==> src/rtl/esg_pkg.sv <==
package esg_pkg;

    typedef enum logic [2:0] {
        OP_NONE    = 3'd0,
        OP_SECTOR  = 3'd1,
        OP_CHIP    = 3'd2,
        OP_PROG    = 3'd3,
        OP_SUSPEND = 3'd4,
        OP_RESUME  = 3'd5,
        OP_RESET   = 3'd6
    } op_e;

    typedef enum logic [2:0] {
        ST_IDLE,
        ST_WINDOW,
        ST_ERASE,
        ST_HOLD,
        ST_PROG,
        ST_FAIL
    } state_e;

    localparam int BIT_TOGGLE = 6;
    localparam int BIT_LIMIT  = 5;
    localparam int BIT_TIMER  = 3;

endpackage

==> src/rtl/esg_window_timer.sv <==
module esg_window_timer #(
    parameter int WINDOW_CYCLES = 20
) (
    input  logic clk,
    input  logic rst_n,
    input  logic load,
    input  logic run,
    output logic expired
);
    localparam int TW = $clog2(WINDOW_CYCLES + 1);

    logic [TW-1:0] remain;

    always_ff @(posedge clk or negedge rst_n) begin
        if (!rst_n) begin
            remain <= '0;
        end else if (load) begin
            remain <= TW'(WINDOW_CYCLES - 1);
        end else if (run && remain != '0) begin
            remain <= remain - 1'b1;
        end
    end

    assign expired = run && (remain == '0);

endmodule

==> src/rtl/esg_pulse_counter.sv <==
module esg_pulse_counter #(
    parameter int LIMIT = 50,
    parameter int CW    = $clog2(LIMIT + 1)
) (
    input  logic          clk,
    input  logic          rst_n,
    input  logic          clear,
    input  logic          run,
    output logic [CW-1:0] count,
    output logic          at_limit
);
    always_ff @(posedge clk or negedge rst_n) begin
        if (!rst_n) begin
            count <= '0;
        end else if (clear) begin
            count <= '0;
        end else if (run && !at_limit) begin
            count <= count + 1'b1;
        end
    end

    assign at_limit = (count == CW'(LIMIT - 1));

endmodule

==> src/rtl/erase_status_gen.sv <==
module erase_status_gen
    import esg_pkg::*;
#(
    parameter int NUM_LOC       = 16,
    parameter int WINDOW_CYCLES = 20,
    parameter int ERASE_CYCLES  = 30,
    parameter int PROG_CYCLES   = 4,
    parameter int PULSE_LIMIT   = 50,
    localparam int AW           = $clog2(NUM_LOC)
) (
    input  logic          clk,
    input  logic          rst_n,
    input  logic          cmd_valid,
    input  logic [2:0]    cmd_op,
    input  logic [AW-1:0] cmd_addr,
    input  logic          cmd_one,
    input  logic          rd_strobe,
    input  logic [7:0]    array_data,
    output logic [7:0]    rd_data
);
    localparam int PCW = $clog2(PULSE_LIMIT + 1);

    state_e state, nxt;
    op_e    op;

    logic is_sector, is_chip, is_prog, is_suspend, is_resume, is_reset;
    logic win_load, win_run, win_expired;
    logic cnt_clear, cnt_run, at_limit;
    logic [PCW-1:0] pulses;
    logic erase_done, prog_done, limit_hit, active;

    logic [NUM_LOC-1:0] flags;
    logic [NUM_LOC-1:0] marks;
    logic [AW-1:0]      prog_addr;
    logic               prog_one;
    logic               prog_stuck;
    logic               tog;

    assign op         = op_e'(cmd_op);
    assign is_sector  = cmd_valid && op == OP_SECTOR;
    assign is_chip    = cmd_valid && op == OP_CHIP;
    assign is_prog    = cmd_valid && op == OP_PROG;
    assign is_suspend = cmd_valid && op == OP_SUSPEND;
    assign is_resume  = cmd_valid && op == OP_RESUME;
    assign is_reset   = cmd_valid && op == OP_RESET;

    assign win_load  = is_sector && (state == ST_IDLE || state == ST_WINDOW);
    assign win_run   = (state == ST_WINDOW);
    assign cnt_clear = (state == ST_IDLE || state == ST_WINDOW);
    assign cnt_run   = (state == ST_ERASE || state == ST_PROG);

    esg_window_timer #(.WINDOW_CYCLES(WINDOW_CYCLES)) u_window (
        .clk     (clk),
        .rst_n   (rst_n),
        .load    (win_load),
        .run     (win_run),
        .expired (win_expired)
    );

    esg_pulse_counter #(.LIMIT(PULSE_LIMIT), .CW(PCW)) u_pulses (
        .clk      (clk),
        .rst_n    (rst_n),
        .clear    (cnt_clear),
        .run      (cnt_run),
        .count    (pulses),
        .at_limit (at_limit)
    );

    assign erase_done = (state == ST_ERASE) && (pulses == PCW'(ERASE_CYCLES - 1));
    assign prog_done  = (state == ST_PROG) && !prog_stuck && (pulses == PCW'(PROG_CYCLES - 1));
    assign limit_hit  = cnt_run && at_limit;
    assign active     = (state != ST_IDLE) && (state != ST_HOLD);

    // next-state logic
    always_comb begin
        nxt = state;
        unique case (state)
            ST_IDLE: begin
                if (is_sector)    nxt = ST_WINDOW;
                else if (is_chip) nxt = ST_ERASE;
                else if (is_prog) nxt = ST_PROG;
            end
            ST_WINDOW: begin
                if (is_reset)                       nxt = ST_IDLE;
                else if (win_expired && !is_sector) nxt = ST_ERASE;
            end
            ST_ERASE: begin
                if (erase_done)      nxt = ST_IDLE;
                else if (is_suspend) nxt = ST_HOLD;
                else if (limit_hit)  nxt = ST_FAIL;
            end
            ST_HOLD: begin
                if (is_resume) nxt = ST_ERASE;
            end
            ST_PROG: begin
                if (prog_done)      nxt = ST_IDLE;
                else if (limit_hit) nxt = ST_FAIL;
            end
            ST_FAIL: begin
                if (is_reset) nxt = ST_IDLE;
            end
            default: nxt = ST_IDLE;
        endcase
    end

    // state register
    always_ff @(posedge clk or negedge rst_n) begin
        if (!rst_n) state <= ST_IDLE;
        else        state <= nxt;
    end

    // location flags, selections and toggle
    always_ff @(posedge clk or negedge rst_n) begin
        if (!rst_n) begin
            flags      <= '0;
            marks      <= '0;
            prog_addr  <= '0;
            prog_one   <= 1'b0;
            prog_stuck <= 1'b0;
            tog        <= 1'b0;
        end else begin
            if (win_load) marks[cmd_addr] <= 1'b1;
            if (state == ST_IDLE && is_chip) marks <= '1;
            if (state == ST_WINDOW && is_reset) marks <= '0;
            if (erase_done) begin
                flags <= flags & ~marks;
                marks <= '0;
            end
            if (state == ST_IDLE && is_prog && !is_sector && !is_chip) begin
                prog_addr  <= cmd_addr;
                prog_one   <= cmd_one;
                prog_stuck <= cmd_one && flags[cmd_addr];
            end
            if (prog_done && !prog_one) flags[prog_addr] <= 1'b1;
            if (state == ST_IDLE)            tog <= 1'b0;
            else if (rd_strobe && active)    tog <= ~tog;
        end
    end

    // read data
    always_comb begin
        if (active) begin
            rd_data             = '0;
            rd_data[BIT_TOGGLE] = tog;
            rd_data[BIT_LIMIT]  = (state == ST_FAIL);
            rd_data[BIT_TIMER]  = (state == ST_ERASE);
        end else begin
            rd_data = array_data;
        end
    end

    // ---------------- assertions ----------------
    assert_restart_R2: assert property (@(posedge clk) disable iff (!rst_n)
        (state == ST_WINDOW && is_sector) |=> (state == ST_WINDOW && !win_expired));

    assert_window_expiry_R3: assert property (@(posedge clk) disable iff (!rst_n)
        (state == ST_WINDOW && win_expired && !is_sector && !is_reset)
        |=> (state == ST_ERASE && rd_data[BIT_TIMER]));

    assert_erase_locked_R4: assert property (@(posedge clk) disable iff (!rst_n)
        (state == ST_ERASE && cmd_valid && op != OP_SUSPEND && !erase_done && !limit_hit)
        |=> state == ST_ERASE);

    assert_chip_direct_R5: assert property (@(posedge clk) disable iff (!rst_n)
        (state == ST_IDLE && is_chip) |=> (state == ST_ERASE && rd_data[BIT_TIMER]));

    assert_stuck_never_done_R7: assert property (@(posedge clk) disable iff (!rst_n)
        (state == ST_PROG && prog_stuck) |=> state != ST_IDLE);

    assert_fail_sticky_R8: assert property (@(posedge clk) disable iff (!rst_n)
        (state == ST_FAIL && !is_reset) |=> (state == ST_FAIL && rd_data[BIT_LIMIT]));

    assert_toggle_flip_R9: assert property (@(posedge clk) disable iff (!rst_n)
        (active && rd_strobe)
        |=> (state != $past(state) || rd_data[BIT_TOGGLE] != $past(rd_data[BIT_TOGGLE])));

endmodule

==> config.mk <==
export PLATFORM = sky130hd
export DESIGN_NAME = erase_status_gen
export DESIGN_NICKNAME = d
export VERILOG_FILES = /design/src/rtl/esg_pkg.sv /design/src/rtl/esg_window_timer.sv /design/src/rtl/esg_pulse_counter.sv /design/src/rtl/erase_status_gen.sv
export SDC_FILE = /design/constraint.sdc
export NUM_CORES = 1
export LEC_CHECK = 0
export BUFFER_PORTS_ARGS = -buffer_cell sky130_fd_sc_hd__clkbuf_2
export CORE_ASPECT_RATIO = 0.9
export CORE_MARGIN = 1
export CORE_UTILIZATION = 45
export DETAILED_ROUTE_END_ITERATION = 8
export PLACE_DENSITY_LB_ADDON = 0.05
export SLEW_MARGIN = 30
export SYNTH_ARGS = -nofsm -noshare
export SYNTH_HDL_FRONTEND = slang
export SYNTH_SLANG_ARGS = --single-unit
==> constraint.sdc <==
create_clock -name clk -period 2.45 [get_ports clk]
set_clock_uncertainty 0.2 [all_clocks]
set_input_delay 0.1225 -clock clk [delete_from_list [all_inputs] [get_ports clk]]
set_output_delay 0.1225 -clock clk [all_outputs]
set_load 0.05 [all_outputs]
# Word-level counts from Yosys, hierarchy flattened

Cells that the tools add are included.

Word-level logic and storage cells: 112
Bits in registers: 53

Muxes and demuxes: 31
Add/sub/neg operators: 2
$lt $le $gt $ge: 4
Reductions and logical operators: 42
Bitwise logic cells: 5
Equal/unequal tests: 19

Operators by type and width:

| operator                                                           | number |
|---|---|
| 2-to-1 mux 16 bit                                                  | 6 |
| 2-to-1 mux 3 bit                                                   | 11 |
| bitwise OR 16 bit                                                  | 2 |
| logical AND 1 bit                                                  | 26 |
| one-hot mux 3 bit (6 select lines)                                 | 1 |
| AND 16 bit                                                         | 1 |
| inverter 16 bit                                                    | 1 |
| equality test 3 bit (second input constant)                        | 5 |
| equality test 3 x 2 -> 1 bit (second input constant)               | 4 |
| 2-to-1 mux 6 bit                                                   | 2 |
| < comparator 4 x 5 -> 1 bit (second input constant)                | 2 |
| 2-to-1 mux 5 bit                                                   | 2 |
| demux 1 bit (select 4 bit)                                         | 2 |
| greater-or-equal comparator 4 x 1 -> 1 bit (second input constant) | 2 |
| 2-to-1 mux 8 bit                                                   | 1 |
| adder 6 x 1 -> 6 bit (second input constant)                       | 1 |
| equality test 3 x 1 -> 1 bit (second input constant)               | 2 |
| equality test 6 x 2 -> 1 bit (second input constant)               | 1 |
| equality test 6 x 5 -> 1 bit (second input constant)               | 1 |
| equality test 6 bit (second input constant)                        | 1 |
| nonzero test 2 bit                                                 | 3 |
| logical NOT 1 bit                                                  | 5 |
| logical NOT 5 bit                                                  | 1 |
| 2-to-1 mux 1 bit                                                   | 5 |
| 13 further kinds                                                   | 15 |

# Depth between registers and ports, before layout

Depth in word-level cells: 9
Depth in mapped cells: 6
Mapped depth without buffers: 6

# By module

Synthesis repeated with hierarchy kept, for this count alone.

Cells, all modules: 319
Area, all modules: 3062.9 sq um

Modules (own cells, without submodules):

| module            | cells an instance | sequential area each (sq um) | instances | area an instance (sq um) |
|---|---|---|---|---|
| erase_status_gen  | 253               | 1051.0                       | 1         | 2436.1 |
| esg_pulse_counter | 37                | 150.1                        | 1         | 354.1 |
| esg_window_timer  | 29                | 125.1                        | 1         | 272.8 |

# Least setup slack after synthesis

No wires, ideal clock.

Kind: register to output
Start: reg state[2]
End: out rd_data[5]
Required time: 2.128 ns
Setup slack: 0.375 ns
Cell stages (with the launch flop): 7
Arrival time: 1.752 ns
Cells stage by stage: dfrtp_1 buf_2 clkbuf_1 nand2b_1 nor2_1 a21oi_1 o22ai_1

Word-level cells in the longest chain between the ends: 3

Ends and longest elaborated chain:

| item                                                                 | line                    | RTL |
|---|---|---|
| start, declared                                                      | erase_status_gen.sv:23  | `state_e state, nxt;` |
| start signal, assigned                                               | erase_status_gen.sv:109 | `else state <= nxt;` |
| inequality test 3 x 2 -> 1 bit or nonzero test 3 bit (tied branches) | erase_status_gen.sv:72  | `assign active = (state != ST_IDLE) && (state != ST_HOLD);` |
| logical AND 1 bit                                                    | erase_status_gen.sv:72  |  |
| 2-to-1 mux 8 bit *                                                   | erase_status_gen.sv:142 | `if (active) begin` |
| end, declared                                                        | erase_status_gen.sv:19  | `output logic [7:0] rd_data` |

Every way passes the cells marked *; elsewhere a longest branch is shown, timed or not.

# Worst setup path in the final report

Start: reg state[1]
End: out rd_data[6]

Word-level cells in the longest chain between the ends: 3

Ends and longest elaborated chain:

| item                                                                 | line |
|---|---|
| inequality test 3 x 2 -> 1 bit or nonzero test 3 bit (tied branches) | erase_status_gen.sv:72 |
| logical AND 1 bit *                                                  | erase_status_gen.sv:72 |
| 2-to-1 mux 8 bit *                                                   | erase_status_gen.sv:142 |

Marks and branches as above.

==> summary.md <==
| Metric | Value |
|---|---|
| Status | `finished, final reports clean` |
| Htree depth | `2` |
| Primary FF master, synth | `dfrtp_1` |
| Netlist cell types | `56` |
| RSZ-0062 raised after global routing | `false` |
| VDD IR max | `slightly below 0.0005 V` |
| Net Sw Frac | `0.406` |
| WP data required | `2130 ps` |
| Largest net degree at the start of global routing | `33` |
| Pwr Density | `approximately 1000 nW/um2` |
| Crit path capture type | `primary output` |
| Final Hold Fails | `0` |
| Syn Inst Count | `between 300 and 400` |
| GR Overflow Total | `0` |
| Register share of total power | `0.413` |
| Clk network pwr share | `0.171` |
| Row Count | `27` |
| CTS clk-pin slew, worst paths | `~100 ps` |
| Drt pass-1 iters | `4` |
| Global-route wire length before repair | `11600 um` |
| Drt initial violations | `281` |
| Vias/cell | `5.56` |
| Top cell type's share of synthesized area | `0.448` |
| Layout Area Growth over Synthesis | `13.9%` |
| Fraction of layout cells with a size suffix above 1 | `0.216` |
| GRT Total Usage | `0.222` |
| Clock sink count | `53` |
| Final Worst Setup Slack | `142 ps` |
| CTS root buf | `clkbuf_8` |
| Period utilization | `0.942` |
| Synth async-reset ratio | `1.00` |
| Tot Pwr | `between 3 and 4 mW` |
| Post-layout util | `0.542` |
| Post-Syn Area per Cell | `roughly 9.8 um2` |
| Area leader, netlist | `dfrtp_1` |
| Top cells by count, synth | `53 x dfrtp_1, 37 x o21ai_0, 24 x nor2_1` |
| Syn Nets | `325` |
| Gate power share | `0.417` |
| Critical path startpoint category | `flop` |
| CORE AREA | `6220 um2` |
| #FFs+latches synth | `53` |
| Initial core utilization | `0.476` |
| # setup viols final | `0` |
| Min Tclk post-route | `2310 ps` |
| Register area share after synthesis | `0.448` |
| Hold Crit Class | `input pin to flop` |
| Yosys warns | `0` |
| Final Max Slew Viols | `0` |
| Placement Setup Slack | `369 ps` |
| Clock latency on the worst-skew pair | `310 ps` |
| Vias in the first global route | `approximately 2200` |
| Most common cell in the netlist | `dfrtp_1` |
| Sum Neg Setup Slack | `0 ps` |
| NetSw | `1.40 mW` |
| # port buffers | `27` |
| Initial antenna violation count | `0` |
| CP Max Fanout | `15` |
| Netlist Area Pre-Place | `between 2000 and 3000 um2` |
| Fin nets | `about 360` |
| Chip width | `between 80 and 90 um` |
| I/O pin count | `28` |
| Worst Tran Pin Value | `585 ps` |
| Die ar. | `6900 um2` |
| Max Freq | `433 MHz` |
| Post-route ant nets | `0` |
| Post-synth EDFFs | `0` |
| Internal power | `2.05 mW` |
| Total of max-cap violations | `0` |
| Hold slack | `29.4 ps` |
| Leak | `1.48 nW` |
| Clk buf depth | `2` |
| Total number of vias | `2341` |
| GPL Wtd Cong | `0.801` |
| CTS tree | `yes` |
| Synth area leaders | `dfrtp_1 45%, o21ai_0 6.3%, o31a_1 4.7%, nor2_1 3.0%, inv_1 2.7%` |
| Die Height | `78.9 um` |
| # DRC | `0` |
| Wirelength per Cell | `roughly 16 um` |
| Post-DP HPWL | `~5000 um` |
| Max-slew headroom | `0.610` |
| Cts bufs inserted | `5` |
| Antenna cells | `0` |
| Final Routed Wirelength | `~6900 um` |
| CP arrival | `1990 ps` |
| Kind of critical path | `flop to primary output` |
## sequential cells by signal, indices dropped and copies added (netlist names)
register	cells
u_pulses.count	6
u_window.remain	5
prog_one	1
prog_addr	4
tog	1
prog_stuck	1
marks	16
state	3
flags	16
## per-stage QoR
| step | std cells | cell area, um2 |
|---|---|---|
| 3_5_place_dp | 411 | 3230 |
| 6_report | 421 | 3370 |
| 2_1_floorplan | 301 | 2960 |
| 3_3_place_gp | 411 | 3230 |
| 5_1_grt | 421 | 3370 |
| 4_1_cts | 421 | 3360 |
## power groups by stage
stage          logic [mW]  registers [mW]  clock network [mW]
2_1_floorplan        1.11            1.29                   0
3_3_place_gp         1.43            1.42                   0
3_5_place_dp         1.42            1.43                   0
4_1_cts              1.43            1.41               0.601
5_1_grt              1.58            1.47               0.639
6_report             1.44            1.42               0.588
## worst paths after layout
path	from	end	slack [ps]	cells past startpoint
max	state[1]	rd_data[6]	140	4
min	cmd_addr[1]	prog_addr[1]	30	2
max reg2reg	state[2]	marks[3]	310	4
min reg2reg	marks[9]	marks[9]	310	1
max in group asynchronous	rst_n	state[0]	1330	3
min in group asynchronous	rst_n	flags[5]	130	2
## cell usage in the layout, fill, tap and decap left out, types with 9 or more instances in the layout
master,instances
buf_4,11
dfrtp_1,51
inv_1,21
clkbuf_2,27
o31a_1,16
nand2b_1,9
nor2_1,24
nand2_1,10
o21ai_0,37
## logic make-up after synthesis
logic type	after synthesis	share of synthesized area
compound gates	85	0.187
xor+xnor	8	0.0237
mux	12	0.0558
flops	53	0.448
buf+inv	37	0.0524
fa+ha+maj	4	0.0169
simple gates	102	0.216
## worst max-delay path, stage by stage (launching register included)
cell and delay, ps:
dfrtp_2 520, or2_2 390, a21oi_2 190, mux2_2 350
clkbuf_2 230
## repair_timing
action / CTS / global route
hold buffers: 3 / 0
endpoints found under the hold margin: 24 / 0
resized for setup: 0 / 3
setup endpoints to repair: 0 / 6
buffers inserted: 0 / 0
## routing by layer
layer | GRT usage | vias up | wire length, um | share of wire
li1 | - | 1158 | - | -
met1 | 0.363 | 1099 | 3560 | 0.51
met2 | 0.284 | 80 | 2850 | 0.41
met3 | 0.0405 | 4 | 458 | 0.066
met4 | 0.0738 | 0 | 53 | 0.0077
met5 | 0 | - | 0 | 0
## cell type report
cell class,count,area (um2)
clock inverters,2,35.0
multi-input cells,211,1480
inverters,21,78.8
flip-flops and latches,53,1330
repair buffers,42,268
fillers,598,2850
clock buffers,5,68.8
well taps,87,109
Power figures use the tool's default switching activity.
